<file path="config.mk">
export PLATFORM = sky130hd
export DESIGN_NAME = dma_addr_gen
export DESIGN_NICKNAME = d
export VERILOG_FILES = /design/src/rtl/dag_pkg.sv /design/src/rtl/dag_ring_step.sv /design/src/rtl/dag_beat_count.sv /design/src/rtl/dag_carry_ptr.sv /design/src/rtl/dma_addr_gen.sv
export SDC_FILE = /design/constraint.sdc
export NUM_CORES = 1
export LEC_CHECK = 0
export CAP_MARGIN = 20
export CORE_MARGIN = 2
export CORE_UTILIZATION = 60
export CTS_BUF_LIST = sky130_fd_sc_hd__clkbuf_8
export CTS_CLUSTER_DIAMETER = 30
export DETAILED_ROUTE_END_ITERATION = 6
export DONT_BUFFER_PORTS = 1
export PLACE_DENSITY = 0.87
export SLEW_MARGIN = 20
export SYNTH_ARGS = -nofsm -noshare
export SYNTH_HDL_FRONTEND = slang
export SYNTH_SLANG_ARGS = --single-unit
</file>
<file path="constraint.sdc">
create_clock -name clk -period 4.4 [get_ports clk]
set_input_delay 0.88 -clock clk [delete_from_list [all_inputs] [get_ports clk]]
set_output_delay 0.88 -clock clk [all_outputs]
set_load 0.01 [all_outputs]
</file>
<file path="src/rtl/dag_pkg.sv">
package dag_pkg;
   typedef enum logic [1:0] {
      DAG_LINEAR     = 2'd0,
      DAG_MATRIX     = 2'd1,
      DAG_RING       = 2'd2,
      DAG_RING_CARRY = 2'd3
   } dag_mode_e;

   typedef enum logic [1:0] {
      DAG_IDLE = 2'd0,
      DAG_RUN  = 2'd1,
      DAG_FIN  = 2'd2
   } dag_state_e;
endpackage

</file>
<file path="src/rtl/dag_ring_step.sv">
// Successor of an address inside an inclusive ring window.
module dag_ring_step #(
   parameter int AW = 16
) (
   input  logic [AW-1:0] cur,
   input  logic [AW-1:0] lo,
   input  logic [AW-1:0] hi,
   output logic [AW-1:0] nxt
);
   always_comb begin
      if (cur == hi) nxt = lo;
      else           nxt = cur + AW'(1);
   end
endmodule

</file>
<file path="src/rtl/dag_beat_count.sv">
// Column/row beat counter; flags row end and final beat.
module dag_beat_count #(
   parameter int LW = 12
) (
   input  logic          clk,
   input  logic          rst_n,
   input  logic          load,
   input  logic          adv,
   input  logic [LW-1:0] cols,
   input  logic [LW-1:0] rows,
   output logic          row_end,
   output logic          final_beat
);
   logic [LW-1:0] cols_q, rows_q, col_q, row_q;

   assign row_end    = (col_q == cols_q - LW'(1));
   assign final_beat = row_end && (row_q == rows_q - LW'(1));

   always_ff @(posedge clk or negedge rst_n) begin
      if (!rst_n) begin
         cols_q <= '0;
         rows_q <= '0;
         col_q  <= '0;
         row_q  <= '0;
      end else if (load) begin
         cols_q <= cols;
         rows_q <= rows;
         col_q  <= '0;
         row_q  <= '0;
      end else if (adv) begin
         if (row_end) begin
            col_q <= '0;
            row_q <= row_q + LW'(1);
         end else begin
            col_q <= col_q + LW'(1);
         end
      end
   end
endmodule

</file>
<file path="src/rtl/dag_carry_ptr.sv">
// Pointer carried between carried-ring transfers; CARRY_EN=0 removes it.
module dag_carry_ptr #(
   parameter int AW       = 16,
   parameter bit CARRY_EN = 1'b1
) (
   input  logic          clk,
   input  logic          rst_n,
   input  logic          save,
   input  logic [AW-1:0] save_val,
   input  logic [AW-1:0] lo,
   input  logic [AW-1:0] hi,
   output logic [AW-1:0] start_ptr
);
   generate
      if (CARRY_EN) begin : g_carry
         logic [AW-1:0] ptr_q;
         always_ff @(posedge clk or negedge rst_n) begin
            if (!rst_n)    ptr_q <= '0;
            else if (save) ptr_q <= save_val;
         end
         assign start_ptr = (ptr_q >= lo && ptr_q <= hi) ? ptr_q : lo;
      end else begin : g_fixed
         logic unused_ok;
         assign unused_ok = ^{clk, rst_n, save, save_val, hi};
         assign start_ptr = lo;
      end
   endgenerate
endmodule

</file>
<file path="src/rtl/dma_addr_gen.sv">
module dma_addr_gen
   import dag_pkg::*;
#(
   parameter int AW       = 16,
   parameter int LW       = 12,
   parameter bit CARRY_EN = 1'b1
) (
   input  logic          clk,
   input  logic          rst_n,
   input  logic          start,
   input  logic [1:0]    mode,
   input  logic [AW-1:0] base,
   input  logic [LW-1:0] len,
   input  logic [LW-1:0] height,
   input  logic [AW-1:0] stride,
   input  logic [AW-1:0] ring_lo,
   input  logic [AW-1:0] ring_hi,
   input  logic          ready,
   output logic          addr_valid,
   output logic [AW-1:0] addr,
   output logic          last,
   output logic          done,
   output logic          busy
);
   generate
      if (AW < 2 || LW < 1) begin : g_bad_param
         $error("dma_addr_gen: AW must be >= 2 and LW >= 1");
      end
   endgenerate

   dag_state_e    state_q;
   dag_mode_e     mode_q;
   logic [AW-1:0] addr_q, row_base_q, stride_q, lo_q, hi_q;
   logic [AW-1:0] ring_nxt, ptr_start, start_addr, next_addr;
   logic [LW-1:0] rows_in;
   logic          load, accept, zero_size, row_end, final_beat;

   assign load      = start && (state_q == DAG_IDLE);
   assign accept    = (state_q == DAG_RUN) && ready;
   assign zero_size = (len == '0) || (dag_mode_e'(mode) == DAG_MATRIX && height == '0);
   assign rows_in   = (dag_mode_e'(mode) == DAG_MATRIX) ? height : LW'(1);
   assign start_addr = (dag_mode_e'(mode) == DAG_RING_CARRY) ? ptr_start : base;

   dag_ring_step #(.AW(AW)) u_step (
      .cur(addr_q), .lo(lo_q), .hi(hi_q), .nxt(ring_nxt)
   );

   dag_beat_count #(.LW(LW)) u_cnt (
      .clk(clk), .rst_n(rst_n), .load(load), .adv(accept),
      .cols(len), .rows(rows_in),
      .row_end(row_end), .final_beat(final_beat)
   );

   dag_carry_ptr #(.AW(AW), .CARRY_EN(CARRY_EN)) u_ptr (
      .clk(clk), .rst_n(rst_n),
      .save(accept && final_beat && mode_q == DAG_RING_CARRY),
      .save_val(ring_nxt), .lo(ring_lo), .hi(ring_hi),
      .start_ptr(ptr_start)
   );

   always_comb begin
      case (mode_q)
         DAG_MATRIX:             next_addr = row_end ? row_base_q + stride_q : addr_q + AW'(1);
         DAG_RING, DAG_RING_CARRY: next_addr = ring_nxt;
         default:                next_addr = addr_q + AW'(1);
      endcase
   end

   always_ff @(posedge clk or negedge rst_n) begin
      if (!rst_n) begin
         state_q    <= DAG_IDLE;
         mode_q     <= DAG_LINEAR;
         addr_q     <= '0;
         row_base_q <= '0;
         stride_q   <= '0;
         lo_q       <= '0;
         hi_q       <= '0;
      end else begin
         case (state_q)
            DAG_IDLE: if (load) begin
               mode_q     <= dag_mode_e'(mode);
               addr_q     <= start_addr;
               row_base_q <= start_addr;
               stride_q   <= stride;
               lo_q       <= ring_lo;
               hi_q       <= ring_hi;
               state_q    <= zero_size ? DAG_FIN : DAG_RUN;
            end
            DAG_RUN: if (accept) begin
               addr_q <= next_addr;
               if (mode_q == DAG_MATRIX && row_end) row_base_q <= row_base_q + stride_q;
               if (final_beat) state_q <= DAG_FIN;
            end
            default: state_q <= DAG_IDLE;
         endcase
      end
   end

   assign addr_valid = (state_q == DAG_RUN);
   assign addr       = addr_q;
   assign last       = addr_valid && final_beat;
   assign done       = (state_q == DAG_FIN);
   assign busy       = (state_q != DAG_IDLE);
endmodule

</file>
[Word-level counts from Yosys, hierarchy flattened]
Cells that the tools add are included.
Storage, ports and cells
  flip-flop bits (word level): 148
  input bits: 94
  output and inout port bits: 20
  word-level logic and storage cells: 80
Operators by class
  $add $sub $neg: 6
  $lt $le $gt $ge: 2
  equal/unequal tests: 14
  multiplexer cells: 23
  reductions and logical operators: 23
Operator list (number)
  $mux W16: 8
  $pmux W16 S2: 3
  $mux W12: 7
  $add A12 B1 Y12 const B: 2
  $eq A12 B12 Y1: 2
  $logic_not A12 Y1: 2
  $sub A12 B1 Y12 const B: 2
  $add A16 B1 Y16 const B: 1
  $add A16 B16 Y16: 1
  $eq A16 B16 Y1: 1
  $ge A16 B16 Y1: 1
  $le A16 B16 Y1: 1
  $logic_and A1 B1 Y1: 9
  $eq A2 B2 Y1 const B: 4
  $mux W2: 4
  $reduce_bool A2 Y1: 4
  $eq A2 B1 Y1 const B: 3
  $ne A2 B1 Y1 const B: 3
  $reduce_and A3 Y1: 2
  $pmux W2 S2: 1
  $reduce_and A2 Y1: 2
  $reduce_and A4 Y1: 1
  $logic_not A2 Y1: 1
  $ne A2 B2 Y1 const B: 1
  other kinds (2): 2

[Depth between registers and ports, before layout]
  depth in word-level cells: 6
  mapped depth: 12
  gate-level depth less buffers: 10

[By module]
From an unflattened synthesis, not the netlist that was laid out.
Second synthesis, totals
  cells, all modules: 1247
  area, all modules: 10689.0 sq um
Modules (own cells, without submodules)
  dma_addr_gen: times used 1, cells an instance 633, area an instance 5144.9 sq um, seq. area each 2102.0 sq um
  dag_beat_count: times used 1, cells an instance 306, area an instance 2957.8 sq um, seq. area each 1201.2 sq um
  dag_carry_ptr: times used 1, cells an instance 218, area an instance 1979.4 sq um, seq. area each 400.4 sq um
  dag_ring_step: times used 1, cells an instance 90, area an instance 606.8 sq um, seq. area each 0.0 sq um

[Worst setup path after synthesis]
OpenSTA, ideal clock, no wires.
  path type: input-to-reg
  start: input port ring_hi[14]
  end: register addr_q[10], in the netlist addr[10]
  arrival: 3.343 ns
  path slack: 0.916 ns
  stages on the path: 11
  path through: inv_1 > ha_1 > nand4_1 > nor4_1 > nor3_1 > o31a_1 > nor3_1 > buf_2 > mux2i_1 > a21o_1 > a31oi_1
Between the ends
  longest elaborated chain between the ends: 6
Ends and longest elaborated chain
  from (decl): RTL line dma_addr_gen.sv:17  | input logic [AW-1:0] ring_hi,
  $le A16 B16 Y1: RTL line dag_carry_ptr.sv:21  | assign start_ptr = (ptr_q >= lo && ptr_q <= hi) ? ptr_q : lo;
  $logic_and A1 B1 Y1: RTL line dag_carry_ptr.sv:21
  $mux W16: RTL line dag_carry_ptr.sv:21
  $mux W16: RTL line dma_addr_gen.sv:42  | assign start_addr = (dag_mode_e'(mode) == DAG_RING_CARRY) ? ptr_start : base;
  $mux W16: RTL line dma_addr_gen.sv:80  | DAG_IDLE: if (load) begin
  $pmux W16 S2: RTL line dma_addr_gen.sv:79  | case (state_q)
  to (signal assigned): RTL line dma_addr_gen.sv:82  | addr_q <= start_addr;
  to (signal assigned): RTL line dma_addr_gen.sv:90  | addr_q <= next_addr;
  to (decl): RTL line dma_addr_gen.sv:33  | logic [AW-1:0] addr_q, row_base_q, stride_q, lo_q, hi_q;
No other way between the ends. The select of a mux whose other input is x is not followed.
A chain may end at the register's enable or synchronous reset.

[Worst setup path after layout]
  start: register u_cnt.cols_q[0]
  end: output port last
Between the ends
  longest elaborated chain between the ends: 4
Ends and longest elaborated chain
  from (decl): RTL line dag_beat_count.sv:14  | logic [LW-1:0] cols_q, rows_q, col_q, row_q;
  from (signal assigned): RTL line dag_beat_count.sv:26  | cols_q <= cols;
  $sub A12 B1 Y12: RTL line dag_beat_count.sv:16  | assign row_end = (col_q == cols_q - LW'(1));
  $eq A12 B12 Y1: RTL line dag_beat_count.sv:16
  $logic_and A1 B1 Y1: RTL line dag_beat_count.sv:17  | assign final_beat = row_end && (row_q == rows_q - LW'(1));
  $logic_and A1 B1 Y1: RTL line dma_addr_gen.sv:101  | assign last = addr_valid && final_beat;
  to (decl): RTL line dma_addr_gen.sv:21  | output logic last,
No other way between the ends.

==> impl_table.tex <==
\begin{tabular}{lr}
\hline
Metric & Value \\
\hline
\multicolumn{2}{l}{\textbf{Critical path}} \\
Crit path capture type & output pin \\
Bufs and invs on worst path & 1 \\
Crit path max fanout & 6 \\
Required time at the worst-slack endpoint & roughly 3.5 ns \\
Critical path's largest stage delay & 0.57 ns \\
Type of origin of the critical path & register \\
Cell with the largest stage delay on the worst path & or4b\_1 \\
CP top delay family & simple AND/OR/NAND/NOR gates \\
Type of the setup path with the least slack & register to output pin \\
Critical Path AT & 3.23 ns \\
Crit path cell chain & inv\_1 > ha\_1 > or4b\_1 > nor3\_1 > mux2i\_1 > o41ai\_1 > o2111ai\_1 > nor4b\_2 > and2\_1 \\
\multicolumn{2}{l}{\textbf{Route}} \\
DRT Wirelength & roughly 27,000 µm \\
Via-per-instance ratio & between 6 and 7 \\
Violation count after the first detailed-route iteration & 1,066 \\
Count of unresolved DRC violations after routing & 0 \\
Wire per inst & just under 20 µm \\
Router iterations before antenna repair & 5 \\
Total via count after detailed routing & 8,876 \\
Count of nets left with antenna violations after detail routing & 0 \\
\multicolumn{2}{l}{\textbf{Clock tree}} \\
Number of clock buffers inserted by TritonCTS & 17 \\
Insertion delay to the later sink of the worst-skew pair & 0.47 ns \\
Clock-pin slew reported for the worst setup and hold paths after clock tree synthesis & 0.09 ns \\
Number of resized instances in the post-cts repair step & 0 \\
Hold bufs inserted after CTS & 0 \\
Maximum level of the CTS H-tree & 4 \\
Buffer cell driving the clock tree root & clkbuf\_8 \\
CTS tree & yes \\
Post-CTS Repair Setup Buffers & 0 \\
Number of buffers on the longest clock path & 2 \\
Clk sinks & 148 \\
\multicolumn{2}{l}{\textbf{STA}} \\
Pins Over Slew Limit & 0 \\
Setup repair after global routing missed its margin & no \\
Count of final hold-check violations & 0 \\
Total Neg Setup Slack & 0 ns \\
Slew headroom & 33.2\% \\
Actual slew at the worst max-slew pin & 1.00 ns \\
Clock skew & roughly 0.012 ns \\
Minimum setup slack in the final design & 0.289 ns \\
Period utilisation layout & 93.4\% \\
Final-report setup violation count & 0 \\
F\_max & 0.243 GHz \\
Final critical delay including setup and external delays & 4.11 ns \\
Worst slack on hold paths & 0.0901 ns \\
\multicolumn{2}{l}{\textbf{Logic synthesis}} \\
Post-Synthesis Cells & 1,176 \\
Share of synthesized cell area in full adder, half adder and majority cells & 6.70\% \\
Primary flip-flop cell chosen by synthesis mapping & dfrtp\_1 \\
Combinational family with the most area after synthesis & simple AND/OR/NAND/NOR gates \\
Post-synthesis simple-gate area fraction & 21.9\% \\
Post-synthesis average cell area & 8.52 µm² \\
Post-synthesis register bit count & 148 \\
Number of flops mapped to enable cells by yosys & 0 \\
Yosys Warn Count & 0 \\
Syn Nets & 1,323 \\
Distinct cells, synth & 77 \\
Mux cell area share after synthesis & 5.15\% \\
Proportion of synthesized chip area in sequential cells & 37.0\% \\
Mapped cell area & 10,000 µm² \\
Synthesized-area fraction occupied by ao, oa, aoi and oai cells & 17.4\% \\
Synth Area in XOR/XNOR & 7.08\% \\
Post-synth ARST share & 100\% \\
\multicolumn{2}{l}{\textbf{Power}} \\
Power, Total & 3.78 mW \\
Standby leakage power & 4.96 nW \\
Max VDD drop & 0.000341 V \\
Power density normalized to cell area & 357 nW/µm² \\
\multicolumn{2}{l}{\textbf{Cells and area}} \\
Non-filler cells, final & 1,382 \\
Multi-input gate area & 5860 µm² \\
Share of cells above drive strength 1 & 6.47\% \\
Total Nets Final & 1,294 \\
Leading cell types in the layout, fill and taps excluded & 193 x nand2\_1, 148 x dfrtp\_1, 93 x nor2\_1 \\
Storage cell area & 3700 µm² \\
Most common cell after layout, fill and taps aside & nand2\_1 \\
Post-route cell area & 10,600 µm² \\
Layout-stage area growth over the synthesis result & 5.77\% \\
FILL cells & 1,339 \\
Share of the core filled with cells in the final layout & 64.3\% \\
\multicolumn{2}{l}{\textbf{Global routing}} \\
First-pass GRT wire length & between 40,000 and 50,000 µm \\
Pin count of the biggest net entering global routing & between 100 and 150 \\
Global Route Usage Sum & a little under a third \\
Antenna violations before repair & 2 \\
Overall overflow remaining after global route & 0 \\
Via count of the first global-routing pass & 8,922 \\
\multicolumn{2}{l}{\textbf{Floorplan}} \\
Die footprint & between 15,000 and 20,000 µm² \\
Core region area & 16,500 µm² \\
Width of the die & around 130 µm \\
Starting utilization of the core area & 60.8\% \\
Die Span Y & between 100 and 150 µm \\
Total I/O pin count & between 100 and 150 \\
Cell row count & 47 \\
\multicolumn{2}{l}{\textbf{Placement}} \\
Number of placed cells counting well taps & 1,348 \\
Post-placement setup slack & 0.655 ns \\
Detailed-placement wirelength estimate & 19,600 µm \\
Number of port buffers & 0 \\
Global placer's final weighted congestion & 0.949 \\
Post-detailed-placement cell area & 10,100 µm² \\
\multicolumn{2}{l}{\textbf{Min path}} \\
Worst min-delay path class & input pin to async pin \\
\multicolumn{2}{l}{\textbf{Job}} \\
MaxCap Viol Count & 0 \\
\multicolumn{2}{l}{\textbf{Outcome}} \\
Result of the run & completed \\
\hline
\end{tabular}
-- registers in the layout, indices dropped and copies added, names as in the netlist, 16 cells and up --
name and cells:
hi_q 16, addr 16, row_base_q 16, u_ptr.g_carry.ptr_q 16, stride_q 16, lo_q 16
-- synth_stat cells, types with 6 or more instances --
cell type	number	share of area [%]
buf_2	6	0.30
nand3_1	41	2.0
nor4_1	18	1.1
and3_1	6	0.37
a21o_1	19	1.4
xor2_1	48	4.2
and2_1	7	0.44
o21a_1	8	0.60
mux2_2	12	1.3
ha_1	52	6.5
o211ai_1	6	0.45
nand4_1	21	1.3
nor2_1	93	3.5
nand2_1	194	7.3
xnor2_1	33	2.9
a211oi_1	11	0.82
dfrtp_1	148	37
o21ai_0	78	3.9
or3_1	8	0.50
nor2b_1	11	0.69
buf_1	9	0.34
nand2b_1	6	0.37
clkbuf_1	36	1.3
inv_1	61	2.3
a31oi_1	19	1.2
a21oi_1	45	2.2
nor3_1	28	1.4
mux2i_1	38	3.8
-- where the power goes --
group	switching, mW	leakage, nW	total, mW	internal [mW]
registers	0.273	1.91	1.72	1.45
logic	0.436	2.81	0.795	0.359
clock network	0.559	0.236	1.26	0.704
total	1.27	4.96	3.78	2.51
-- final cells by class --
type	count	area share, %
Antenna cell	2	0.0472
Sequential cell	148	35.0
Inverter	61	2.16
Clock inverter	13	1.93
Tap cell	220	2.60
Multi-Input combinational cell	911	55.3
Timing Repair Buffer	8	0.567
Clock buffer	19	2.47
-- kinds of logic (layout without fill, tap and decap cells) --
group / Yosys count / count (layout)
AOI/OAI and AO/OA: 259 / 259
buffers and inverters: 117 / 101
other: 0 / 2
muxes: 50 / 50
and+or+nand+nor: 468 / 468
DFF: 148 / 148
xor gates and xnor gates: 81 / 81
adders and majority gates: 53 / 53
-- metal layers --
layer	track usage [%]	vias to the layer above	part of all wire, %
met2	53.2	394	49
met4	15.2	0	4.7
met1	37.2	4270	39
met3	7.50	92	7.3
li1	-	4120	-
met5	0	-	0
-- path summary, 6_finish.rpt --
| path | cells past startpoint | slack (ns) | from | end |
|---|---|---|---|---|
| setup / recovery | 9 | 0.29 | u_cnt.cols_q[0]$_DFFE_PN0P_ | last |
| hold reg to reg | 2 | 0.48 | stride_q[4]$_DFFE_PN0P_ | stride_q[4]$_DFFE_PN0P_ |
| hold / removal | 0 | 0.09 | rst_n | u_cnt.cols_q[7]$_DFFE_PN0P_ |
| max in group asynchronous | 0 | 4.12 | rst_n | stride_q[2]$_DFFE_PN0P_ |
| min in group clk | 2 | 0.48 | stride_q[4]$_DFFE_PN0P_ | stride_q[4]$_DFFE_PN0P_ |
| setup reg to reg | 10 | 0.53 | u_cnt.cols_q[0]$_DFFE_PN0P_ | u_cnt.row_q[8]$_DFFE_PN0P_ |
Note: power is estimated with default switching activity, not from simulation.
